`src/rtl/sertx_pkg.sv`:
```
package sertx_pkg;

  // shift engine phases
  typedef enum logic [2:0] {
    ST_IDLE,
    ST_START,
    ST_DATA,
    ST_PAR,
    ST_STOP
  } tx_state_e;

endpackage

```
`src/rtl/sertx_hold.sv`:
```
module sertx_hold #(
  parameter int DW = 8
) (
  input  logic          clk,
  input  logic          rst,
  input  logic          wr_en,
  input  logic [DW-1:0] wr_data,
  input  logic          take,
  output logic [DW-1:0] data_q,
  output logic          full_q
);

  always_ff @(posedge clk) begin
    if (rst) begin
      data_q <= '0;
      full_q <= 1'b0;
    end else begin
      if (wr_en) begin
        data_q <= wr_data;
      end
      if (wr_en) begin
        full_q <= 1'b1;
      end else if (take) begin
        full_q <= 1'b0;
      end
    end
  end


  hold_fill_src_chk: assert property (@(posedge clk) disable iff (rst)
    $rose(full_q) |-> $past(wr_en));


  hold_keep_on_write_chk: assert property (@(posedge clk) disable iff (rst)
    wr_en |=> full_q);

endmodule

```
`src/rtl/sertx_fmt.sv`:
```
module sertx_fmt #(
  parameter int DW  = 8,
  parameter int OVS = 16,
  localparam int NB_W = $clog2(DW) + 1,
  localparam int ST_W = $clog2(2 * OVS) + 1
) (
  input  logic [1:0]      wlen,
  input  logic            stop_long,
  input  logic            par_even,
  input  logic [DW-1:0]   data,
  output logic [NB_W-1:0] nbits,
  output logic [ST_W-1:0] stop_ticks,
  output logic            par_bit
);

  localparam int MIN_BITS = DW - 3;

  logic [DW-1:0] sel;

  assign nbits = NB_W'(MIN_BITS + int'(wlen));

  // only the configured data bits take part in parity
  for (genvar g = 0; g < DW; g++) begin : g_sel
    assign sel[g] = data[g] & (g < int'(nbits));
  end

  assign par_bit = (^sel) ^ ~par_even;

  always_comb begin
    if (!stop_long) begin
      stop_ticks = ST_W'(OVS);
    end else if (int'(nbits) == MIN_BITS) begin
      stop_ticks = ST_W'(OVS + OVS / 2);
    end else begin
      stop_ticks = ST_W'(2 * OVS);
    end
  end

endmodule

```
`src/rtl/sertx_shift.sv`:
```
module sertx_shift
  import sertx_pkg::*;
#(
  parameter int DW  = 8,
  parameter int OVS = 16,
  localparam int NB_W  = $clog2(DW) + 1,
  localparam int ST_W  = $clog2(2 * OVS) + 1,
  localparam int CNT_W = $clog2(2 * OVS),
  localparam int IDX_W = $clog2(DW)
) (
  input  logic            clk,
  input  logic            rst,
  input  logic            tick,
  input  logic            load,
  input  logic [DW-1:0]   load_data,
  input  logic [NB_W-1:0] nbits_in,
  input  logic [ST_W-1:0] stop_in,
  input  logic            par_en_in,
  input  logic            par_bit_in,
  output logic            line_q,
  output logic            idle,
  output logic            take_ok
);

  tx_state_e        st, st_n;
  logic [CNT_W-1:0] cnt, cnt_n;
  logic [IDX_W-1:0] idx, idx_n;
  logic [DW-1:0]    sh, sh_n;
  logic             par_q, par_n;
  logic             pen_q, pen_n;
  logic [NB_W-1:0]  nb_q, nb_n;
  logic [ST_W-1:0]  stp_q, stp_n;
  logic             line_n;

  logic bit_end, stop_end, last_bit;

  assign bit_end  = tick && (cnt == CNT_W'(OVS - 1));
  assign stop_end = (st == ST_STOP) && tick && ({1'b0, cnt} == stp_q - 1'b1);
  assign last_bit = ({1'b0, idx} == nb_q - 1'b1);
  assign take_ok  = (st == ST_IDLE) || stop_end;
  assign idle     = (st == ST_IDLE);

  always_comb begin
    st_n   = st;
    cnt_n  = cnt;
    idx_n  = idx;
    sh_n   = sh;
    par_n  = par_q;
    pen_n  = pen_q;
    nb_n   = nb_q;
    stp_n  = stp_q;
    line_n = line_q;
    if (load) begin
      st_n   = ST_START;
      cnt_n  = '0;
      idx_n  = '0;
      sh_n   = load_data;
      par_n  = par_bit_in;
      pen_n  = par_en_in;
      nb_n   = nbits_in;
      stp_n  = stop_in;
      line_n = 1'b0;
    end else if (tick) begin
      unique case (st)
        ST_IDLE: begin
          line_n = 1'b1;
        end
        ST_START: begin
          if (bit_end) begin
            st_n   = ST_DATA;
            cnt_n  = '0;
            line_n = sh[0];
          end else begin
            cnt_n = cnt + 1'b1;
          end
        end
        ST_DATA: begin
          if (bit_end) begin
            cnt_n = '0;
            if (last_bit) begin
              st_n   = pen_q ? ST_PAR : ST_STOP;
              line_n = pen_q ? par_q : 1'b1;
            end else begin
              idx_n  = idx + 1'b1;
              line_n = sh[1];
              sh_n   = sh >> 1;
            end
          end else begin
            cnt_n = cnt + 1'b1;
          end
        end
        ST_PAR: begin
          if (bit_end) begin
            st_n   = ST_STOP;
            cnt_n  = '0;
            line_n = 1'b1;
          end else begin
            cnt_n = cnt + 1'b1;
          end
        end
        ST_STOP: begin
          if (stop_end) begin
            st_n   = ST_IDLE;
            cnt_n  = '0;
            line_n = 1'b1;
          end else begin
            cnt_n = cnt + 1'b1;
          end
        end
        default: begin
          st_n   = ST_IDLE;
          line_n = 1'b1;
        end
      endcase
    end
  end

  always_ff @(posedge clk) begin
    if (rst) begin
      st     <= ST_IDLE;
      cnt    <= '0;
      idx    <= '0;
      sh     <= '0;
      par_q  <= 1'b0;
      pen_q  <= 1'b0;
      nb_q   <= NB_W'(DW);
      stp_q  <= ST_W'(OVS);
      line_q <= 1'b1;
    end else begin
      st     <= st_n;
      cnt    <= cnt_n;
      idx    <= idx_n;
      sh     <= sh_n;
      par_q  <= par_n;
      pen_q  <= pen_n;
      nb_q   <= nb_n;
      stp_q  <= stp_n;
      line_q <= line_n;
    end
  end


  line_high_rest_chk: assert property (@(posedge clk) disable iff (rst)
    (st == ST_IDLE || st == ST_STOP) |-> line_q);


  stop_cnt_range_chk: assert property (@(posedge clk) disable iff (rst)
    {1'b0, cnt} < stp_q);


  start_from_load_chk: assert property (@(posedge clk) disable iff (rst)
    (st == ST_START && $past(st) != ST_START) |-> $past(load));


  start_low_chk: assert property (@(posedge clk) disable iff (rst)
    (st == ST_START) |-> !line_q);

endmodule

```
`src/rtl/serial_fmt_tx.sv`:
```
module serial_fmt_tx #(
  parameter int DW  = 8,
  parameter int OVS = 16
) (
  input  logic          clk,
  input  logic          rst,
  input  logic          baud_tick,
  input  logic          wr_en,
  input  logic [DW-1:0] wr_data,
  input  logic [1:0]    fmt_wlen,
  input  logic          fmt_stop_long,
  input  logic          fmt_par_en,
  input  logic          fmt_par_even,
  input  logic          fmt_break,
  output logic          txd,
  output logic          thre,
  output logic          tsre
);

  localparam int NB_W = $clog2(DW) + 1;
  localparam int ST_W = $clog2(2 * OVS) + 1;

  logic [DW-1:0]   hold_data;
  logic            hold_full;
  logic            take_ok;
  logic            load;
  logic            sh_idle;
  logic            line_lvl;
  logic [NB_W-1:0] nbits;
  logic [ST_W-1:0] stop_ticks;
  logic            par_bit;
  logic            txd_q;

  assign load = take_ok & hold_full;

  sertx_hold #(.DW(DW)) u_hold (
    .clk     (clk),
    .rst     (rst),
    .wr_en   (wr_en),
    .wr_data (wr_data),
    .take    (load),
    .data_q  (hold_data),
    .full_q  (hold_full)
  );

  sertx_fmt #(.DW(DW), .OVS(OVS)) u_fmt (
    .wlen       (fmt_wlen),
    .stop_long  (fmt_stop_long),
    .par_even   (fmt_par_even),
    .data       (hold_data),
    .nbits      (nbits),
    .stop_ticks (stop_ticks),
    .par_bit    (par_bit)
  );

  sertx_shift #(.DW(DW), .OVS(OVS)) u_shift (
    .clk        (clk),
    .rst        (rst),
    .tick       (baud_tick),
    .load       (load),
    .load_data  (hold_data),
    .nbits_in   (nbits),
    .stop_in    (stop_ticks),
    .par_en_in  (fmt_par_en),
    .par_bit_in (par_bit),
    .line_q     (line_lvl),
    .idle       (sh_idle),
    .take_ok    (take_ok)
  );

  always_ff @(posedge clk) begin
    if (rst) begin
      txd_q <= 1'b1;
    end else begin
      txd_q <= line_lvl & ~fmt_break;
    end
  end

  assign txd  = txd_q;
  assign thre = ~hold_full;
  assign tsre = sh_idle & ~hold_full;


  break_low_chk: assert property (@(posedge clk) disable iff (rst)
    fmt_break |=> !txd);


  tsre_low_on_transfer_chk: assert property (@(posedge clk) disable iff (rst)
    $rose(thre) |-> !tsre);


  reset_state_chk: assert property (@(posedge clk)
    rst |=> (txd && thre && tsre));

endmodule

```
`config.mk`:
```
export PLATFORM = sky130hd
export DESIGN_NAME = serial_fmt_tx
export DESIGN_NICKNAME = d
export VERILOG_FILES = /design/src/rtl/sertx_pkg.sv /design/src/rtl/sertx_hold.sv /design/src/rtl/sertx_fmt.sv /design/src/rtl/sertx_shift.sv /design/src/rtl/serial_fmt_tx.sv
export SDC_FILE = /design/constraint.sdc
export NUM_CORES = 1
export LEC_CHECK = 0
export ABC_AREA = 1
export BUFFER_PORTS_ARGS = -buffer_cell sky130_fd_sc_hd__buf_2
export CAP_MARGIN = 30
export CORE_MARGIN = 2
export CORE_UTILIZATION = 52
export CTS_CLUSTER_SIZE = 25
export DETAILED_ROUTE_END_ITERATION = 10
export PLACE_DENSITY = 0.71
export RECOVER_POWER = 25
export SYNTH_ARGS = -nofsm -noshare
export SYNTH_HDL_FRONTEND = slang
export SYNTH_HIERARCHICAL = 1
export SYNTH_SLANG_ARGS = --single-unit
```
`constraint.sdc`:
```
create_clock -name clk -period 6.2 [get_ports clk]
set_clock_uncertainty 0.15 [all_clocks]
set_input_delay 1.55 -clock clk [delete_from_list [all_inputs] [get_ports clk]]
set_output_delay 1.55 -clock clk [all_outputs]
set_load 0.1 [all_outputs]
```
# Word-level counts from Yosys, hierarchy flattened
# Cells that the tools add are included.
[word_totals] mem_bits_rw=0 romBits=0 elab_cells=112 reg_bits=42 inputBits=18 latch_bits=0 output_inout_bits=3 n_memories=0
[classes] n_reduce_logical=19 mul=0 div_mod_pow=0 n_bitwise=17 add_sub_neg=5 eq_ne=20 order_cmp=8 n_mux=30 shifts=0
[ops] op="2-to-1 mux 8 bit" count=5
[ops] op="2-to-1 mux 3 bit" count=6
[ops] op="< comparator 3 x 4 -> 1 bit, first input constant" count=4
[ops] op="!= test 3 x 2 -> 1 bit, second input constant" count=5
[ops] op="one-hot mux 3 bit (5 select lines)" count=1
[ops] op="AND reduction 7 bit" count=2
[ops] op="2-to-1 mux 1 bit" count=12
[ops] op="2-to-1 mux 6 bit" count=2
[ops] op="bitwise AND 1 bit" count=11
[ops] op="2-to-1 mux 5 bit" count=2
[ops] op="!= test 2 x 1 -> 1 bit, second input constant" count=5
[ops] op="one-hot mux 5 bit (2 select lines)" count=1
[ops] op="nonzero test 2 bit" count=5
[ops] op="< comparator 1 x 4 -> 1 bit, first input constant" count=2
[ops] op="< comparator 2 x 4 -> 1 bit, first input constant" count=2
[ops] op="AND reduction 4 bit" count=2
[ops] op="XOR reduction 8 bit" count=1
[ops] op="equality test 3 x 2 -> 1 bit, second input constant" count=2
[ops] op="equality test 5 x 6 -> 1 bit" count=1
[ops] op="subtractor 6 x 1 -> 6 bit, second input constant" count=1
[ops] op="adder 5 x 1 -> 5 bit, second input constant" count=1
[ops] op="equality test 5 x 4 -> 1 bit, second input constant" count=1
[ops] op="NOT 1 bit" count=5
[ops] op="AND reduction 5 bit" count=1
[ops] op="other kinds (16)" count=19

# Longest topological paths before layout
# Gate-level depths: netlist of run 1.
[logic_depth] ltp_word=7 mapped_depth=19 mapped_depth_nobuf=19

# Hierarchy
# The synthesis of run 1 kept the hierarchy.
[modules_own_cells] module="sertx_shift" cells_each=277 seq_area_each_um2=640.6 area_each_um2=1799.2 instances=1
[modules_own_cells] module="sertx_hold" cells_each=38 seq_area_each_um2=180.2 area_each_um2=304.0 instances=1
[modules_own_cells] module="sertx_fmt" cells_each=58 seq_area_each_um2=0.0 area_each_um2=281.5 instances=1
[modules_own_cells] module="serial_fmt_tx" cells_each=10 seq_area_each_um2=20.0 area_each_um2=53.8 instances=1

# Least setup slack after synthesis of run 1
# No wires, ideal clock.
[synth_path] path_kind="register -> output" start="register u_shift.st[0]" end="output port tsre" setup_slack_ns=2.525 path_stages_with_launch=6 path_buffers=0 required_time_ns=4.500 arrival_ns=1.975 path_cell_list="dfxtp_1 nor2_2 inv_1 nor2_1 inv_1 nor2_1"
[synth_between] elab_chain_cells=2
[synth_rtl] item="start: declaration" line="sertx_shift.sv:25" source="tx_state_e st, st_n;"
[synth_rtl] item="start signal: assignment" line="sertx_shift.sv:130" source="st <= st_n;"
[synth_rtl] item="logical NOT 3 bit" line="sertx_shift.sv:41" source="assign idle = (st == ST_IDLE);"
[synth_rtl] item="named net sh_idle" line="serial_fmt_tx.sv:27" source="logic sh_idle;"
[synth_rtl] item="bitwise AND 1 bit" line="serial_fmt_tx.sv:81" source="assign tsre = sh_idle & ~hold_full;"
[synth_rtl] item="end: declaration" line="serial_fmt_tx.sv:17" source="output logic tsre"
# The timed path passes the listed nets, and every way through them passes these cells.

# Worst setup path after layout of run 1
[layout_path] start="input port baud_tick" end="register u_shift.st[0]"
[layout_between] elab_chain_cells=6 word_cells_on_any_way=14 classes_between="eq/ne: 6; mux: 1; bitwise: 1; reduce/logical: 6"
[layout_rtl] item="start: declaration" line="serial_fmt_tx.sv:7" source="input logic baud_tick,"
[layout_rtl] item="logical AND 1 bit * (2 in series)" line="sertx_shift.sv:38" source="assign stop_end = (st == ST_STOP) && tick && ({1'b0, cnt} == stp_q - 1'b1);"
[layout_rtl] item="logical OR 1 bit *" line="sertx_shift.sv:40" source="assign take_ok = (st == ST_IDLE) || stop_end;"
[layout_rtl] item="named net take_ok" line="serial_fmt_tx.sv:25" source="logic take_ok;"
[layout_rtl] item="bitwise AND 1 bit *" line="serial_fmt_tx.sv:34" source="assign load = take_ok & hold_full;"
[layout_rtl] item="named net load" line="serial_fmt_tx.sv:26" source="logic load;"
[layout_rtl] item="!= test 3 x 2 -> 1 bit (no source line) (tied with other cells)"
[layout_rtl] item="AND reduction 7 bit (no source line)"
# Mark *: on every way through the listed nets, which the timed path passes. The rest lies on a longest branch.
# A chain may end at the register's enable or synchronous reset.

==> flow_metrics.env, run 1 <==
export IMPL_worst_slew_pin_transition_ns=1.175
export IMPL_leakage_nw=1.262
export IMPL_synthAdderAreaFrac_pct=4.105
export IMPL_cts_root_buf="clkbuf_8"
export IMPL_synth_edff_count=0
export IMPL_cts_buffers=5
export IMPL_antenna_found_initial=0
export IMPL_muxShareOfSynthArea_pct=0.4105
export IMPL_avgSynthCellArea_um2=6.367
export IMPL_syn_inst=383
export IMPL_yosysTopAreaCell="dfxtp_1"
export IMPL_vias_per_cell=5.024
export IMPL_synth_simple_area_share_pct=33.66
export IMPL_slew_viol_final=0
export IMPL_async_flop_share_pct=0
export IMPL_critPathRequiredTime_ns=6.19
export IMPL_fin_area_um2=2634
export IMPL_drt_pass1_iter_count=4
export IMPL_die_height_um=72.48
export IMPL_crit_fanout=27
export IMPL_area_growth_pct=8.004
export IMPL_grt_pass1_wl_um=8797
export IMPL_initial_core_util_pct=54.87
export IMPL_clock_path_buffers=2
export IMPL_crit_slowest_cell="clkinv_1"
export IMPL_finalCritPeriodShare_pct=67.48
export IMPL_detail_route_wl_per_cell_um=10.81
export IMPL_dpl_cell_area_um2=2546
export IMPL_clock_latency_ns=0.29
export IMPL_drtIter0Drc=134
export IMPL_crit_arrival_ns=4.17
export IMPL_synth_xor_area_share_pct=1.437
export IMPL_tritoncts="done"
export IMPL_crit_path_start_kind="input pin"
export IMPL_power_density_nw_per_um2=232.7
export IMPL_yosysTopAreaCellShare_pct=34.48
export IMPL_cts_hold_buf=0
export IMPL_synth_top_family_by_area="simple AND/OR/NAND/NOR gates"
export IMPL_antenna_left=0
export IMPL_fmax_mhz=239.0
export IMPL_grt_use_total_pct=20.68
export IMPL_drc=0
export IMPL_layout_commonest_cell="nand2_1"
export IMPL_pin_count=21
export IMPL_synth_cell_types=33
export IMPL_synth_seq_area_share_pct=34.48
export IMPL_num_rows=24
export IMPL_rsz0062_at_grt="false"
export IMPL_drive_gt1_share_pct=9.950
export IMPL_ys_ff_latch=42
export IMPL_synth_compound_area_share_pct=14.26
export IMPL_cts_clk_slew_worst_paths_ns=0.08
export IMPL_synth_area_um2=2439
export IMPL_core_um2=4444
export IMPL_place_gp_congestion=0.8355
export IMPL_drt_total_wl_um=4910
export IMPL_dp_hpwl_um=3652
export IMPL_max_slew_margin_pct=22.02
export IMPL_grt_overflow=0
export IMPL_min_path_type="reg2reg"
export IMPL_critPathTopFamily="buffers and inverters"
export IMPL_setup_tns_final_ns=0
export IMPL_hold_viol=0
export IMPL_cpMostUsedCell="nand3_1"
export IMPL_synth_area_leaders="dfxtp_1 (34%), nand2_1 (16%), inv_1 (8.0%)"
export IMPL_die_area_um2=5253
export IMPL_cp_num_buf_inv=3
export IMPL_post_cts_buffers=0
export IMPL_mostFrequentLayoutCells="nand2_1 (101), inv_1 (52), nor2_1 (49), dfxtp_1 (42), o21ai_0 (29)"
export IMPL_cts_resized=0
export IMPL_io_buffers=20
export IMPL_htreeDepth=2
export IMPL_crit_chain="buf_2 -> o21ai_0 -> nor2_1 -> nand3_1 -> nor2_2 -> nand3_2 -> o21ai_0 -> nand2_1 -> inv_1 -> clkinv_1 -> nand3_1 -> nand3_1 -> o21bai_1 -> a21oi_1"
export IMPL_max_cap_violations=0
export IMPL_yosysWarnings=6
export IMPL_clock_sinks=42
export IMPL_grt_pass1_vias=2053
export IMPL_setup_violations=0
export IMPL_ir_worst_vdd_uv=136.9
export IMPL_status="finished clean"
export IMPL_grt_max_degree=28
export IMPL_min_period_ns=4.184
export IMPL_diodes=0
export IMPL_die_x_um=72.48
export IMPL_nets=427
export IMPL_vias=2281
export IMPL_critPathKind="in2reg"
export IMPL_crit_path_end_kind="flop"
export IMPL_cp_slowest_stage_delay_ns=0.73
export IMPL_synth_ff_type="dfxtp_1"
state kept, by name, summed over array words and instances (netlist names), 3 cells and up:
name / flops
u_shift/sh: 8
u_shift/stp_q: 6
u_shift/idx: 3
u_shift/st: 3
u_shift/cnt: 5
u_hold/data_q: 8
u_shift/nb_q: 4
power by group:
group	switching, mW	internal, mW	total (mW)
combinational	0.0921	0.0439	0.136
sequential	0.0115	0.287	0.298
clock	0.0887	0.0899	0.179
cells by family (layout without fill, tap and decap cells):
family | Yosys count | count (layout)
and+or+nand+nor | 195 | 195
buffers and inverters | 68 | 85
AOI/OAI and AO/OA | 64 | 64
DFF | 42 | 42
adders and majority gates | 8 | 8
xor gates and xnor gates | 4 | 4
other | 1 | 3
muxes | 1 | 1
metal layers:
metal  track usage, %  vias up  share of wire, %
li1                 -     1243                 -
met1            25.56     1000                47
met2            36.70       34                49
met3            4.167        4               2.8
met4            5.350        0              0.94
met5                0        -                 0
worst min-delay path: stages (launching register included):
cell and delay, ns:
dfxtp_1 0.33, nand2_1 0.06, nand2_1 0.04
synthesized netlist by cell type (all sizes together) (5+ instances only):
cell type / instances
a21oi: 21
a31oi: 7
buf: 6
clkbuf: 5
dfxtp: 42
ha: 8
inv: 55
nand2: 105
nand3: 29
nor2: 54
o21ai: 30
final cells by class:
class | instances | area [um^2]
inverter | 57 | 215.2
clock inverter | 1 | 5.005
tap | 52 | 65.06
clock buffer | 7 | 86.33
multi-input combinational | 275 | 1325
fill | 454 | 1810
timing repair buffer | 20 | 96.34
sequential | 42 | 840.8
path summary, 6_finish.rpt:
| kind | from | endpoint | slack (ns) | cells past startpoint |
|---|---|---|---|---|
| max | baud_tick | u_shift/st[0] | 2.02 | 14 |
| min | u_shift/line_q | txd | 0.32 | 2 |
| max reg2reg | u_shift/stp_q[0] | u_shift/st[0] | 2.59 | 15 |
| min reg2reg | u_shift/line_q | txd | 0.32 | 2 |
per-stage QoR:
stage | hold WS [ns] | cells | setup WS, ns | util (%) | power, mW
5_1_grt | 0.3406 | 454 | 1.544 | 59.26 | 0.6565
3_3_place_gp | 0.3074 | 446 | 1.870 | 57.29 | 0.4379
2_1_floorplan | 0.2688 | 385 | 2.525 | - | 0.4123
3_5_place_dp | 0.3076 | 446 | 1.751 | 57.29 | 0.4406
6_report | 0.3169 | 454 | 2.016 | 59.26 | 0.6130
4_1_cts | 0.3192 | 454 | 2.059 | 59.35 | 0.6220
Note: power is estimated with default switching activity, not from simulation.
==> run 2, diff against run 1 <==
ABC_AREA = 0   (was 1)
clock period = 4 ns   (was 6.2 ns; I/O delays follow)
==> flow_metrics.env, run 2 <==
export IMPL_rr_startpoint="u_shift/stp_q[0]"
export IMPL_cts_buffers=5
export IMPL_top_regs="u_hold/data_q x8, u_shift/sh x8, u_shift/stp_q x6"
export IMPL_yosysTopAreaCell="dfxtp_1"
export IMPL_grt_max_degree=35
export IMPL_place_ws_ns=0.8438
export IMPL_clock_path_buffers=2
export IMPL_vias_per_cell=5.535
export IMPL_fillers=408
export IMPL_power_density_nw_per_um2=412.1
export IMPL_grt_pass1_vias=1716
export IMPL_post_cts_buffers=0
export IMPL_num_rows=24
export IMPL_grt_use_total_pct=19.71
export IMPL_min_path_type="reg2reg"
export IMPL_hold_viol=0
export IMPL_antenna_found_initial=0
export IMPL_ys_ff_latch=42
export IMPL_initial_core_util_pct=53.27
export IMPL_drt_total_wl_um=4551
export IMPL_cts_resized=0
export IMPL_crit_fanout=7
export IMPL_setup_violations=0
export IMPL_core_um2=4324
export IMPL_rsz0062_at_grt="false"
export IMPL_drtIter0Drc=130
export IMPL_yosys_cell_count_top_type="dfxtp_1"
export IMPL_crit_arrival_ns=3.15
export IMPL_setup_tns_final_ns=0
export IMPL_critPathLaunch="u_shift/stp_q[0]"
export IMPL_die_height_um=70.56
export IMPL_clock_sinks=42
export IMPL_diodes=0
export IMPL_crit_path_end_kind="flop"
export IMPL_synth_area_leaders="dfxtp_1 (37%), mux2i_1 (7.8%), nor2_1 (5.5%)"
export IMPL_pin_count=21
export IMPL_cts_hold_buf=0
export IMPL_cts_root_buf="clkbuf_8"
export IMPL_critPathKind="reg2reg"
export IMPL_slew_viol_final=0
export IMPL_worst_slew_pin_transition_ns=1.486
export IMPL_vias=1832
export IMPL_p_total_mw=1.042
export IMPL_antenna_left=0
export IMPL_min_delay_start="u_shift/line_q"
export IMPL_status="finished clean"
export IMPL_leakage_nw=0.9856
export IMPL_die_x_um=70.56
export IMPL_area_growth_pct=9.778
export IMPL_fmax_mhz=323.8
export IMPL_async_flop_share_pct=0
export IMPL_mostFrequentLayoutCells="dfxtp_1 (42), nor2_1 (34), mux2i_1 (18), inv_1 (17), buf_2 (17)"
export IMPL_grt_pass1_wl_um=7893
export IMPL_crit_path_start_kind="flop"
export IMPL_grt_overflow=0
export IMPL_ir_worst_vdd_uv=271.0
export IMPL_finalCritPeriodShare_pct=77.21
export IMPL_yosys_top_cells_count="dfxtp_1 (42), nor2_1 (34), mux2i_1 (18)"
export IMPL_max_cap_violations=0
export IMPL_detail_route_wl_per_cell_um=13.75
export IMPL_synth_edff_count=0
export IMPL_drive_gt1_share_pct=12.19
export IMPL_synth_seq_area_share_pct=36.50
export IMPL_die_area_um2=4978
export IMPL_synth_cell_types=53
export IMPL_nets=304
export IMPL_critPathRequiredTime_ns=4.06
export IMPL_io_buffers=20
export IMPL_tritoncts="done"
export IMPL_finalWorstSetupSlack_ns=0.9116
export IMPL_avgSynthCellArea_um2=8.627
export IMPL_min_period_ns=3.088
export IMPL_max_slew_margin_pct=0.9469
export IMPL_synth_ff_type="dfxtp_1"
export IMPL_drc=0
export IMPL_drt_pass1_iter_count=5
export IMPL_place_gp_congestion=0.7877
export IMPL_synth_area_um2=2303
export IMPL_htreeDepth=2
export IMPL_seq_area_um2=840.8
export IMPL_layout_commonest_cell="dfxtp_1"
export IMPL_yosysWarnings=6
export IMPL_clock_latency_ns=0.30
export IMPL_cts_clk_slew_worst_paths_ns=0.08
export IMPL_yosysTopAreaCellShare_pct=36.50
export IMPL_dp_hpwl_um=3209
export IMPL_multi_input_area_um2=1313
export IMPL_syn_inst=267
-- run 2: changes by cell type after synthesis, sizes merged, moves of 14 or more --
cell | previous run | this run
mux2i | 1 | 18
inv | 55 | 17
nor2 | 54 | 34
nand3 | 29 | 11
o21ai | 30 | 16
nand2 | 105 | 6
-- run 2: logic make-up after synthesis --
logic type,after synthesis,share of synthesized area [%]
buffers and inverters,36,6.844
other,1,0.1628
multiplexers,18,7.822
flip-flops,42,36.50
AND/OR/NAND/NOR,84,18.79
XOR/XNOR,20,7.605
AO/OA/AOI/OAI,58,17.93
adder cells (fa/ha/maj),8,4.346
-- run 2: routing by layer --
layer	vias up	part of all wire [%]	wire, um	track usage (%)
met5	-	0	0	0
met4	0	0.90	41	6.289
met3	4	3.9	177	4.416
met2	39	44	2004	30.29
met1	843	51	2327	27.81
li1	946	-	-	-
-- run 2: path summary, 6_finish.rpt --
| path | slack (ns) | endpoint | depth (start not counted) |
|---|---|---|---|
| hold reg to reg | 0.34 | txd | 1 |
| setup / recovery | 0.91 | u_shift/line_q | 13 |
| hold / removal | 0.34 | txd | 1 |
| setup reg to reg | 0.91 | u_shift/line_q | 13 |
-- run 2: cell type report --
type	count	share of cell area [%]
sequential	42	33.25
tap	52	2.573
multi-input combinational	191	51.90
inverter	17	2.523
clock buffer	6	3.266
timing repair buffer	21	4.107
clock inverter	2	2.375
-- run 2: stage by stage --
| stage | hold WS, ns | std cells | utilization, % | cell area [um^2] |
|---|---|---|---|---|
| final | 0.3360 | 331 | 58.48 | 2529 |
| after global routing | 0.3633 | 331 | 58.48 | 2529 |
| after CTS | 0.3319 | 331 | 58.56 | 2532 |
| after detailed placement | 0.3125 | 323 | 55.27 | 2390 |
| after global placement | 0.2999 | 323 | 55.27 | 2390 |
| after floorplan | 0.2766 | 269 | - | 2311 |
-- run 2: where the power goes --
part | switching, mW | internal (mW) | leakage (nW) | total, mW
Clock | 0.149 | 0.266 | 0.0714 | 0.415
Combinational | 0.0935 | 0.0668 | 0.570 | 0.160
Sequential | 0.0229 | 0.444 | 0.344 | 0.467
Total | 0.265 | 0.777 | 0.986 | 1.04
-- run 2: worst max-delay path, cell delays in order, from the launching register on --
cell and delay [ns]:
dfxtp_1 0.44, inv_1 0.07, ha_1 0.25, xnor2_1 0.15, a221oi_1 0.09, a41oi_1 0.39
or2_1 0.19, nand2_1 0.05, and2_1 0.23, nor4b_1 0.34, o21ai_0 0.14, a211oi_1 0.23
a311oi_1 0.08, a311oi_1 0.21
==> run 3, diff against run 2 <==
clock period = 3 ns   (was 4 ns; I/O delays follow)
==> flow_metrics.env, run 3 (synthesis results as in run 2) <==
export IMPL_clock_path_buffers=2
export IMPL_tritoncts="done"
export IMPL_top_regs="u_hold/data_q x8, u_shift/sh x8, u_shift/stp_q x6"
export IMPL_min_path_type="reg2reg"
export IMPL_cts_clk_slew_worst_paths_ns=0.08
export IMPL_met2_length_um=2339
export IMPL_drtIter0Drc=159
export IMPL_place_gp_congestion=0.7639
export IMPL_drive_gt1_share_pct=18.12
export IMPL_fin_area_um2=2624
export IMPL_fmax_mhz=344.4
export IMPL_drt_total_wl_um=4886
export IMPL_drt_met1_wl_um=2342
export IMPL_vias=1930
export IMPL_worst_slew_pin_transition_ns=1.165
export IMPL_reg2reg_depth=11
export IMPL_cts_buffers=5
export IMPL_ir_worst_vdd_uv=293.6
export IMPL_grt_overflow=0
export IMPL_htreeDepth=2
export IMPL_fin_util_pct=60.68
export IMPL_critPathRequiredTime_ns=3.05
export IMPL_drt_pass1_iter_count=4
export IMPL_grt_use_total_pct=19.72
export IMPL_p_total_mw=1.297
export IMPL_fillers=377
export IMPL_status="finished clean"
export IMPL_critPathKind="reg2reg"
export IMPL_post_place_cells=330
export IMPL_finalWorstSetupSlack_ns=0.09669
export IMPL_min_delay_start="u_shift/line_q"
export IMPL_layout_commonest_cell="dfxtp_1"
export IMPL_crit_path_start_kind="flop"
export IMPL_diodes=0
export IMPL_clock_latency_ns=0.29
export IMPL_seq_area_um2=842.1
export IMPL_min_path_cells=1
export IMPL_clock_sinks=42
export IMPL_antenna_found_initial=0
export IMPL_slew_viol_final=0
export IMPL_die_x_um=70.56
export IMPL_r2r_end="u_shift/line_q"
export IMPL_holdPathEnd="txd"
export IMPL_max_cap_violations=0
export IMPL_setup_violations=0
export IMPL_min_period_ns=2.903
export IMPL_area_growth_pct=13.91
export IMPL_whs_ns=0.3210
export IMPL_nets=312
export IMPL_drc=0
export IMPL_grt_pass1_wl_um=7941
export IMPL_place_ws_ns=0.02233
export IMPL_pin_count=21
export IMPL_crit_arrival_ns=2.95
export IMPL_finalCritPeriodShare_pct=96.78
export IMPL_core_um2=4324
export IMPL_detail_route_wl_per_cell_um=14.41
export IMPL_die_height_um=70.56
export IMPL_io_buffers=20
export IMPL_dp_hpwl_um=3368
export IMPL_max_slew_margin_pct=22.68
export IMPL_grt_pass1_vias=1707
export IMPL_mostFrequentLayoutCells="dfxtp_1 (41), nor2_1 (34), buf_2 (18), mux2i_1 (18), inv_1 (16)"
export IMPL_reg2reg_slack_ns=0.1
export IMPL_initial_core_util_pct=53.27
export IMPL_crit_path_end_kind="flop"
export IMPL_antenna_left=0
export IMPL_vias_per_cell=5.693
export IMPL_die_area_um2=4978
export IMPL_dpl_cell_area_um2=2445
export IMPL_final_cells=339
export IMPL_grt_max_degree=35
export IMPL_rr_startpoint="u_shift/stp_q[0]"
export IMPL_wl_met3_um=178
export IMPL_leakage_nw=1.005
export IMPL_top_layer_used="met4"
export IMPL_crit_fanout=5
export IMPL_setup_tns_final_ns=0
export IMPL_num_rows=24
export IMPL_hold_viol=0
export IMPL_cts_root_buf="clkbuf_8"
export IMPL_power_density_nw_per_um2=494.5
export IMPL_multi_input_area_um2=1363
-- run 3: power by group --
part / switching [mW] / internal, mW
clock: 0.193 / 0.245
combinational: 0.138 / 0.103
sequential: 0.0270 / 0.592
-- run 3: how the worst max path moves through the flow --
| stage | startpoint | to | cells past startpoint |
|---|---|---|---|
| after floorplan | baud_tick | u_shift/sh[7] | 11 |
| after global placement | u_shift/stp_q[0] | u_shift/line_q | 11 |
| after detailed placement | u_shift/stp_q[0] | u_shift/line_q | 11 |
| after CTS | u_shift/stp_q[0] | u_shift/line_q | 11 |
| after global routing | u_shift/stp_q[0] | u_shift/line_q | 11 |
| final | u_shift/stp_q[0] | u_shift/line_q | 11 |
-- run 3: area by class of cell --
| cell class | instances | share of cell area [%] |
|---|---|---|
| multi-input combinational | 191 | 51.93 |
| sequential | 42 | 32.09 |
| timing repair buffer | 29 | 6.772 |
| clock buffer | 5 | 2.623 |
| inverter | 17 | 2.575 |
| tap | 52 | 2.480 |
| clock inverter | 3 | 1.526 |
-- run 3: metal layers --
metal / global-route usage [%] / vias to the layer above
met5: 0 / -
met4: 6.289 / 0
met3: 3.134 / 2
met2: 31.13 / 42
met1: 27.93 / 915
li1: - / 971
-- run 3: timing repair --
action	CTS	global route
buffers inserted	0	1
setup endpoints to repair	0	14
hold buffers	0	0
gates resized for setup	0	14
-- run 3: worst max-delay path: stages (launching register included) --
cell and delay [ns]:
dfxtp_2 0.35, or4_4 0.53, or3_4 0.36, nand4_4 0.12, or2_1 0.14, nand2_1 0.06, and2_4 0.18, nor4b_4 0.30
o21ai_1 0.13, a211oi_2 0.16, a311oi_1 0.07, a311oi_1 0.27
